$ cat config.mk
export PLATFORM = sky130hd
export DESIGN_NAME = pmr_slave
export DESIGN_NICKNAME = d
export VERILOG_FILES = /design/src/rtl/pmr_pkg.sv /design/src/rtl/pmr_sync.sv /design/src/rtl/pmr_link.sv /design/src/rtl/pmr_regs.sv /design/src/rtl/pmr_slave.sv
export SDC_FILE = /design/constraint.sdc
export NUM_CORES = 1
export LEC_CHECK = 0
export BUFFER_PORTS_ARGS = -buffer_cell sky130_fd_sc_hd__buf_2
export CORE_MARGIN = 2
export CORE_UTILIZATION = 42
export DETAILED_ROUTE_END_ITERATION = 12
export MAX_ROUTING_LAYER = met4
export PLACE_DENSITY = 0.75
export SLEW_MARGIN = 20
export SYNTH_ARGS = -nofsm -noshare
export SYNTH_HDL_FRONTEND = slang
export SYNTH_SLANG_ARGS = --single-unit
$ cat constraint.sdc
create_clock -name clk -period 3.67 [get_ports clk]
set_input_delay 0.734 -clock clk [delete_from_list [all_inputs] [get_ports clk]]
set_output_delay 0.734 -clock clk [all_outputs]
set_load 0.01 [all_outputs]
$ cat src/rtl/pmr_pkg.sv
package pmr_pkg;
   typedef enum logic [2:0] {
      LK_IDLE, LK_ADDR, LK_ACK, LK_RX, LK_TX, LK_TXACK
   } link_st_t;

   localparam logic [3:0] ADDR_PREFIX = 4'b1011;
   localparam logic [7:0] CMD_OUT_OFF = 8'hD3;
   localparam logic [7:0] CMD_OUT_ON  = 8'hD4;
   localparam logic [7:0] CMD_ALERT   = 8'hD5;
endpackage

$ cat src/rtl/pmr_sync.sv
module pmr_sync #(
   parameter int             W       = 1,
   parameter int             STAGES  = 2,
   parameter logic [W-1:0]   RST_VAL = '0
) (
   input  logic         clk,
   input  logic         rst_n,
   input  logic [W-1:0] d,
   output logic [W-1:0] q,
   output logic [W-1:0] rose,
   output logic [W-1:0] fell
);
   if (STAGES < 2) begin : g_bad_stages
      $error("pmr_sync: STAGES must be at least 2");
   end

   logic [STAGES-1:0][W-1:0] stg;
   logic [W-1:0]             prev;

   always_ff @(posedge clk or negedge rst_n) begin
      if (!rst_n) begin
         stg  <= {STAGES{RST_VAL}};
         prev <= RST_VAL;
      end else begin
         stg  <= {stg[STAGES-2:0], d};
         prev <= stg[STAGES-1];
      end
   end

   assign q    = stg[STAGES-1];
   assign rose = q & ~prev;
   assign fell = ~q & prev;
endmodule

$ cat src/rtl/pmr_link.sv
module pmr_link import pmr_pkg::*; (
   input  logic       clk,
   input  logic       rst_n,
   input  logic       scl_s,
   input  logic       scl_rose,
   input  logic       scl_fell,
   input  logic       sda_s,
   input  logic       sda_rose,
   input  logic       sda_fell,
   input  logic [6:0] dev_addr,
   input  logic       busy,
   input  logic [7:0] tx_data,
   output logic       sda_oe,
   output logic       addr_hit,
   output logic       addr_rd,
   output logic       rx_stb,
   output logic [7:0] rx_byte,
   output logic       tx_req,
   output logic       stop_stb
);
   link_st_t   st_q;
   logic [7:0] sh_q, tx_q;
   logic [3:0] bit_q;
   logic       rd_q, nack_q;

   wire start_c = scl_s & sda_fell;
   wire stop_c  = scl_s & sda_rose;

   always_ff @(posedge clk or negedge rst_n) begin
      if (!rst_n) begin
         st_q <= LK_IDLE; sh_q <= '0; tx_q <= '0; bit_q <= '0;
         rd_q <= 1'b0; nack_q <= 1'b1; sda_oe <= 1'b0;
         addr_hit <= 1'b0; rx_stb <= 1'b0; tx_req <= 1'b0; stop_stb <= 1'b0;
      end else begin
         addr_hit <= 1'b0; rx_stb <= 1'b0; tx_req <= 1'b0; stop_stb <= 1'b0;
         if (stop_c) begin
            st_q <= LK_IDLE; sda_oe <= 1'b0; stop_stb <= 1'b1;
         end else if (start_c) begin
            st_q <= LK_ADDR; bit_q <= '0; sda_oe <= 1'b0;
         end else if (scl_rose) begin
            case (st_q)
               LK_ADDR, LK_RX: begin sh_q <= {sh_q[6:0], sda_s}; bit_q <= bit_q + 4'd1; end
               LK_TX:          bit_q  <= bit_q + 4'd1;
               LK_TXACK:       nack_q <= sda_s;
               default: ;
            endcase
         end else if (scl_fell) begin
            case (st_q)
               LK_ADDR: if (bit_q == 4'd8) begin
                  if (sh_q[7:1] == dev_addr && !busy) begin
                     sda_oe <= 1'b1; rd_q <= sh_q[0]; addr_hit <= 1'b1; st_q <= LK_ACK;
                  end else begin
                     st_q <= LK_IDLE;
                  end
               end
               LK_RX: if (bit_q == 4'd8) begin
                  rx_stb <= 1'b1; sda_oe <= 1'b1; st_q <= LK_ACK;
               end
               LK_ACK: begin
                  bit_q <= '0;
                  if (rd_q) begin
                     tx_q <= tx_data; tx_req <= 1'b1; sda_oe <= ~tx_data[7]; st_q <= LK_TX;
                  end else begin
                     sda_oe <= 1'b0; st_q <= LK_RX;
                  end
               end
               LK_TX: begin
                  if (bit_q == 4'd8) begin sda_oe <= 1'b0; st_q <= LK_TXACK; end
                  else sda_oe <= ~tx_q[3'd7 - bit_q[2:0]];
               end
               LK_TXACK: begin
                  if (!nack_q) begin
                     bit_q <= '0; tx_q <= tx_data; tx_req <= 1'b1;
                     sda_oe <= ~tx_data[7]; st_q <= LK_TX;
                  end else begin
                     st_q <= LK_IDLE;
                  end
               end
               default: ;
            endcase
         end
      end
   end

   assign addr_rd = rd_q;
   assign rx_byte = sh_q;

   // SDA is only pulled low while the synchronised SCL is low
   assert_sda_pull_scl_low_R1: assert property (@(posedge clk) disable iff (!rst_n)
      $rose(sda_oe) |-> !scl_s);
   // a received byte strobe always comes with SDA held for the acknowledge
   assert_rx_acked_R11: assert property (@(posedge clk) disable iff (!rst_n)
      rx_stb |-> sda_oe);
endmodule

$ cat src/rtl/pmr_regs.sv
module pmr_regs import pmr_pkg::*; #(
   parameter int          STAT_BYTES = 27,
   parameter int          BUSY_CYC   = 4000,
   parameter logic [15:0] ID_WORD0   = 16'h5053,
   parameter logic [15:0] ID_WORD1   = 16'h4D49,
   parameter logic [15:0] VER_WORD   = 16'h020C,
   parameter logic        EN_RST     = 1'b0
) (
   input  logic                    clk,
   input  logic                    rst_n,
   input  logic [8*STAT_BYTES-1:0] bank,
   input  logic                    addr_hit,
   input  logic                    addr_rd,
   input  logic                    rx_stb,
   input  logic [7:0]              rx_byte,
   input  logic                    tx_req,
   input  logic                    stop_stb,
   input  logic                    pin_rose,
   input  logic                    pin_fell,
   output logic [7:0]              tx_data,
   output logic                    busy,
   output logic                    out_en,
   output logic                    alert_clr
);
   localparam int BW = $clog2(BUSY_CYC + 1);

   if (STAT_BYTES < 27) begin : g_bad_bank
      $error("pmr_regs: status bank needs at least 27 bytes");
   end
   if (BUSY_CYC < 1) begin : g_bad_busy
      $error("pmr_regs: BUSY_CYC must be positive");
   end

   logic [7:0] bk [STAT_BYTES];
   for (genvar g = 0; g < STAT_BYTES; g++) begin : g_bank
      assign bk[g] = bank[8*g +: 8];
   end

   logic [7:0]    ptr_q;
   logic [1:0]    wr_cnt, rd_idx;
   logic          in_wr;
   logic [BW-1:0] busy_cnt;
   logic [15:0]   word;

   always_comb begin
      case (ptr_q)
         8'hD0:   word = {bk[0],  bk[1]};
         8'hD1:   word = {bk[2],  bk[3]};
         8'hD2:   word = {8'h00,  bk[26]};
         8'h28:   word = {bk[4],  bk[5]};
         8'h33:   word = {bk[6],  bk[7]};
         8'h29:   word = {bk[8],  bk[9]};
         8'h34:   word = {bk[10], bk[11]};
         8'h20:   word = {bk[12], bk[13]};
         8'h21:   word = {bk[14], bk[15]};
         8'h02:   word = {bk[16], bk[17]};
         8'h01:   word = {bk[18], bk[19]};
         8'h32:   word = {bk[20], bk[21]};
         8'h3D:   word = {bk[22], bk[23]};
         8'h00:   word = {bk[24], bk[25]};
         8'h3E:   word = ID_WORD0;
         8'h3F:   word = ID_WORD1;
         8'h40:   word = VER_WORD;
         default: word = 16'h0000;
      endcase
      case (rd_idx)
         2'd0:    tx_data = word[7:0];
         2'd1:    tx_data = word[15:8];
         default: tx_data = 8'hFF;
      endcase
   end

   wire cmd_done  = stop_stb && in_wr && wr_cnt == 2'd1;
   wire cmd_on    = cmd_done && ptr_q == CMD_OUT_ON;
   wire cmd_off   = cmd_done && ptr_q == CMD_OUT_OFF;
   wire cmd_alert = cmd_done && ptr_q == CMD_ALERT;

   always_ff @(posedge clk or negedge rst_n) begin
      if (!rst_n) begin
         ptr_q <= '0; wr_cnt <= '0; rd_idx <= '0; in_wr <= 1'b0;
         busy_cnt <= '0; out_en <= EN_RST; alert_clr <= 1'b0;
      end else begin
         alert_clr <= cmd_alert;
         if (addr_hit) begin
            in_wr  <= !addr_rd;
            wr_cnt <= '0;
            rd_idx <= '0;
         end
         if (rx_stb) begin
            if (wr_cnt == 2'd0) ptr_q <= rx_byte;
            if (wr_cnt != 2'd2) wr_cnt <= wr_cnt + 2'd1;
         end
         if (tx_req && rd_idx != 2'd2) rd_idx <= rd_idx + 2'd1;
         if (stop_stb) begin
            in_wr <= 1'b0;
            if (in_wr && wr_cnt != 2'd0) busy_cnt <= BW'(BUSY_CYC);
         end else if (busy_cnt != '0) begin
            busy_cnt <= busy_cnt - 1'b1;
         end
         // pin edges first, a command in the same cycle overrides them
         if (pin_fell)      out_en <= 1'b1;
         else if (pin_rose) out_en <= 1'b0;
         if (cmd_on)        out_en <= 1'b1;
         else if (cmd_off)  out_en <= 1'b0;
      end
   end

   assign busy = busy_cnt != '0;

   assert_cmd_on_R7: assert property (@(posedge clk) disable iff (!rst_n)
      cmd_on |=> out_en);
   assert_cmd_off_R7: assert property (@(posedge clk) disable iff (!rst_n)
      cmd_off |=> !out_en);
   assert_pin_fall_R9: assert property (@(posedge clk) disable iff (!rst_n)
      (pin_fell && !cmd_off) |=> out_en);
   assert_pin_rise_R9: assert property (@(posedge clk) disable iff (!rst_n)
      (pin_rose && !cmd_on) |=> !out_en);
   assert_en_hold_R9: assert property (@(posedge clk) disable iff (!rst_n)
      (!pin_fell && !pin_rose && !stop_stb) |=> $stable(out_en));
   assert_alert_single_R8: assert property (@(posedge clk) disable iff (!rst_n)
      alert_clr |=> !alert_clr);
   assert_no_ack_busy_R10: assert property (@(posedge clk) disable iff (!rst_n)
      addr_hit |-> !busy);
endmodule

$ cat src/rtl/pmr_slave.sv
module pmr_slave import pmr_pkg::*; #(
   parameter int          STAT_BYTES  = 27,
   parameter int          BUSY_CYC    = 4000,
   parameter int          SYNC_STAGES = 2,
   parameter logic [15:0] ID_WORD0    = 16'h5053,
   parameter logic [15:0] ID_WORD1    = 16'h4D49,
   parameter logic [15:0] VER_WORD    = 16'h020C,
   parameter logic        EN_RST      = 1'b0
) (
   input  logic                    clk,
   input  logic                    rst_n,
   input  logic                    scl_i,
   input  logic                    sda_i,
   output logic                    sda_oe,
   input  logic [2:0]              slot_id,
   input  logic [8*STAT_BYTES-1:0] stat_bank,
   input  logic                    pson_n,
   output logic                    out_en,
   output logic                    alert_clr
);
   logic [2:0] s_q, s_rose, s_fell;
   logic       addr_hit, addr_rd, rx_stb, tx_req, stop_stb, busy;
   logic [7:0] rx_byte, tx_data;

   pmr_sync #(.W(3), .STAGES(SYNC_STAGES), .RST_VAL(3'b111)) u_sync (
      .clk(clk), .rst_n(rst_n), .d({pson_n, sda_i, scl_i}),
      .q(s_q), .rose(s_rose), .fell(s_fell));

   pmr_link u_link (
      .clk(clk), .rst_n(rst_n),
      .scl_s(s_q[0]), .scl_rose(s_rose[0]), .scl_fell(s_fell[0]),
      .sda_s(s_q[1]), .sda_rose(s_rose[1]), .sda_fell(s_fell[1]),
      .dev_addr({ADDR_PREFIX, slot_id}), .busy(busy), .tx_data(tx_data),
      .sda_oe(sda_oe), .addr_hit(addr_hit), .addr_rd(addr_rd),
      .rx_stb(rx_stb), .rx_byte(rx_byte), .tx_req(tx_req), .stop_stb(stop_stb));

   pmr_regs #(.STAT_BYTES(STAT_BYTES), .BUSY_CYC(BUSY_CYC), .ID_WORD0(ID_WORD0),
              .ID_WORD1(ID_WORD1), .VER_WORD(VER_WORD), .EN_RST(EN_RST)) u_regs (
      .clk(clk), .rst_n(rst_n), .bank(stat_bank),
      .addr_hit(addr_hit), .addr_rd(addr_rd), .rx_stb(rx_stb), .rx_byte(rx_byte),
      .tx_req(tx_req), .stop_stb(stop_stb),
      .pin_rose(s_rose[2]), .pin_fell(s_fell[2]),
      .tx_data(tx_data), .busy(busy), .out_en(out_en), .alert_clr(alert_clr));
endmodule

==> flow_metrics.env <==
export IMPL_cts_hold_buffers=0
export IMPL_finalCritPeriodShare=0.8131
export IMPL_final_area_um2=6456
export IMPL_ys_ff_latch=66
export IMPL_drc=0
export IMPL_antenna_found_initial=1
export IMPL_tns_ns=0
export IMPL_clk_pin_slew_worst_paths_ns=0.05
export IMPL_setup_worst_path_start_class="flop"
export IMPL_grt_remaining_overflow=0
export IMPL_clock_sinks=66
export IMPL_swShare=0.2524
export IMPL_skew_ns=0.006622
export IMPL_dr_total_vias=5767
export IMPL_crit_type="reg -> reg"
export IMPL_path_cells="nor4_2 -> nand2_1 -> o21ai_1 -> a211oi_1 -> nor2b_1 -> o21ai_0 -> a31oi_1"
export IMPL_avgViaCountPerCell=6.275
export IMPL_pwr_share_clk=0.430
export IMPL_cp_end_kind="flop"
export IMPL_synth_distinct_cells=67
export IMPL_die_w_um=113.4
export IMPL_met2WireLength_um=8687
export IMPL_grt_max_degree=50
export IMPL_syn_area_per_cell_um2=8.921
export IMPL_top_layer_used="met4"
export IMPL_fill_cells=1063
export IMPL_wl_per_cell_um=21.40
export IMPL_timing_hold_violations_final=0
export IMPL_dominantRegCellSynth="dfrtp_1"
export IMPL_p_per_area_nw_per_um2=309.3
export IMPL_peakVddDrop_uv=348.4
export IMPL_mappedNetlistNets=796
export IMPL_cp_slowest_cell="nor4_2"
export IMPL_netlist_area_um2=5022
export IMPL_maxCapViolCount=0
export IMPL_layout_drive_gt1_share=0.3923
export IMPL_final_nets=1003
export IMPL_synth_top_area_frac=0.2790
export IMPL_cts_resized=0
export IMPL_first_pass_iters=6
export IMPL_power_static_leakage_uw=0.003074
export IMPL_finalWirelength_um=19660
export IMPL_ys_seq_area_frac=0.3313
export IMPL_utilization=0.5583
export IMPL_io_buffers=226
export IMPL_start_util=0.4343
export IMPL_seqCellArea_um2=1664
export IMPL_critical_path_max_stage_delay_ns=0.78
export IMPL_p_int_uw=1493
export IMPL_dieArea_um2=12850
export IMPL_tightest_slew_ns=0.8118
export IMPL_grt_pass1_vias=5630
export IMPL_numCtsBuffers=9
export IMPL_cts_root_buf="clkbuf_16"
export IMPL_fmax_ghz=0.3351
export IMPL_synth_area_top_cells="dfrtp_1, a22oi_1, dfstp_2"
export IMPL_fin_crit_ns=2.984
export IMPL_status="complete, no violations"
export IMPL_postCtsSetupBuffers=0
export IMPL_slew_violations=0
export IMPL_crit_required_ns=3.92
export IMPL_whs_ns=0.3564
export IMPL_synthCells=563
export IMPL_cts_buffer_depth=2
export IMPL_rows=39
export IMPL_rsz0062_at_grt="no"
export IMPL_synth_top_cell_by_area="dfrtp_1"
export IMPL_grt_pass1_wl_um=30070
export IMPL_track_usage=0.3125
export IMPL_wirelength_met1_um=8314
export IMPL_comb_power_share=0.146
export IMPL_relSlewSlack=0.4588
export IMPL_power_frac_seq=0.424
export IMPL_area_growth_pct=28.55
export IMPL_num_io_pins=227
export IMPL_antenna_left=0
export IMPL_h_tree_depth=3
export IMPL_cp_max_fo=21
export IMPL_synth_edf_count=0
export IMPL_dp_hpwl_um=15620
export IMPL_drt_iter0_drc=625
export IMPL_placed_area_um2=6153
export IMPL_arrival_ns=3.24
export IMPL_core_um2=11560
export IMPL_hp_class="reg -> reg"
export IMPL_clock_latency_ns=0.34
export IMPL_setup_viol=0
export IMPL_p_sw_uw=504.1
export IMPL_synth_async_sr_flop_share=1.000
export IMPL_die_h_um=113.4
export IMPL_dr_wl_met3_um=2252
export IMPL_cts_tree="done"
export IMPL_multi_input_area_um2=3063
export IMPL_routabilityCongestion=0.9825
export IMPL_synth_warnings=0
==> power by group through the flow <==
stage          Sequential (uW)  Clock (uW)  Combinational (uW)
2_1_floorplan              834           0                 118
3_3_place_gp               856           0                 284
3_5_place_dp               860           0                 288
4_1_cts                    848         867                 289
5_1_grt                    856         912                 318
6_report                   848         858                 291
==> state kept, by name, indices dropped and copies added (netlist names), 2 cells and up <==
signal and count:
u_regs.rd_idx 2, u_regs.wr_cnt 2, u_regs.ptr_q 8, u_sync.prev 3
u_link.st_q 3, u_link.tx_q 8, u_sync.q 3, u_link.rx_byte 8
u_regs.busy_cnt 12, u_sync.stg 3, u_link.bit_q 4
==> per-layer routing <==
metal | global-route usage | vias up
li1 | - | 2582
met4 | 0.08699 | 0
met1 | 0.4325 | 2770
met3 | 0.08623 | 45
met5 | - | -
met2 | 0.4507 | 370
==> logic make-up after synthesis <==
family                     after synthesis  synth area share
and+or+nand+nor                        220            0.2516
muxes                                   26           0.06203
xor gates and xnor gates                15           0.02616
buffers and inverters                   52           0.05879
adders and majority gates                9           0.02242
DFF                                     66            0.3313
AOI/OAI and AO/OA                      175            0.2476
==> path summary, 6_finish.rpt <==
check                                     start                  to  slack (ns)  cells after the start
worst max-delay path            u_regs.ptr_q[2]      u_link.tx_q[0]        0.69                      7
worst min-delay path              u_sync.stg[0]         u_sync.q[0]        0.36                      0
worst max register to register  u_regs.ptr_q[2]      u_link.tx_q[0]        0.69                      7
worst min register to register    u_sync.stg[0]         u_sync.q[0]        0.36                      0
max in group asynchronous                 rst_n       u_sync.stg[1]        2.62                      2
min in group asynchronous                 rst_n  u_regs.busy_cnt[2]        0.41                      1
==> cell usage in the layout, fill, tap and decap left out, types with 4 or more instances in the layout <==
cell	n
a21oi_1	27
a221oi_1	10
a222oi_1	17
a22o_1	10
a22oi_1	39
a31oi_1	11
and3_1	7
and4_1	5
buf_2	225
buf_4	10
clkbuf_16	9
dfrtp_1	56
dfstp_2	10
ha_1	9
inv_1	13
mux2_2	21
nand2_1	59
nand2b_1	5
nand3_1	13
nand4_1	16
nor2_1	38
nor2b_1	7
nor3_1	15
nor3b_1	7
nor4_1	6
o21ai_0	24
o21ai_1	8
o31ai_1	4
or2_2	4
or4_1	4
xnor2_1	8
xor2_1	7
==> final cells by class <==
cell class                      instances  area share
Timing Repair Buffer                  235      0.1860
Clock inverter                          4    0.007946
Clock buffer                           12     0.03818
Tap cell                              143     0.02771
Sequential cell                        66      0.2578
Antenna cell                            1   0.0003876
Multi-Input combinational cell        445      0.4744
Inverter                               13    0.007558
==> worst max-delay path, delay by kind of cell (launching register included) <==
| kind | cells | cell delay, ns |
|---|---|---|
| and+or+nand+nor | 3 | 1.48 |
| DFF | 1 | 0.63 |
| AOI/OAI and AO/OA | 4 | 0.76 |
==> cell usage after synthesis (4+ instances only) <==
master,n
a221oi_1,10
nor4_1,6
nand2_1,59
nor2_1,38
xnor2_1,8
a31oi_1,11
o21ai_0,24
nor3b_1,7
dfrtp_1,56
buf_6,7
clkbuf_1,12
a22o_1,10
or4_1,4
a21oi_1,27
o31ai_1,4
nand3_1,13
nand2b_1,5
mux2_2,21
or2_2,4
and4_1,5
a22oi_1,39
nor3_1,15
o21ai_1,8
nor2b_1,7
and3_1,7
dfstp_2,10
inv_1,13
ha_1,9
a222oi_1,17
buf_2,11
xor2_1,7
buf_4,9
nand4_1,16
==> through the flow <==
stage,instances,setup slack (ns),total power [uW]
2_1_floorplan,563,1.560,951.7
3_3_place_gp,902,0.9322,1139
3_5_place_dp,902,0.7651,1147
4_1_cts,918,0.7072,2004
5_1_grt,919,0.4022,2086
6_report,919,0.6859,1997
(Power assumes the default switching activity.)
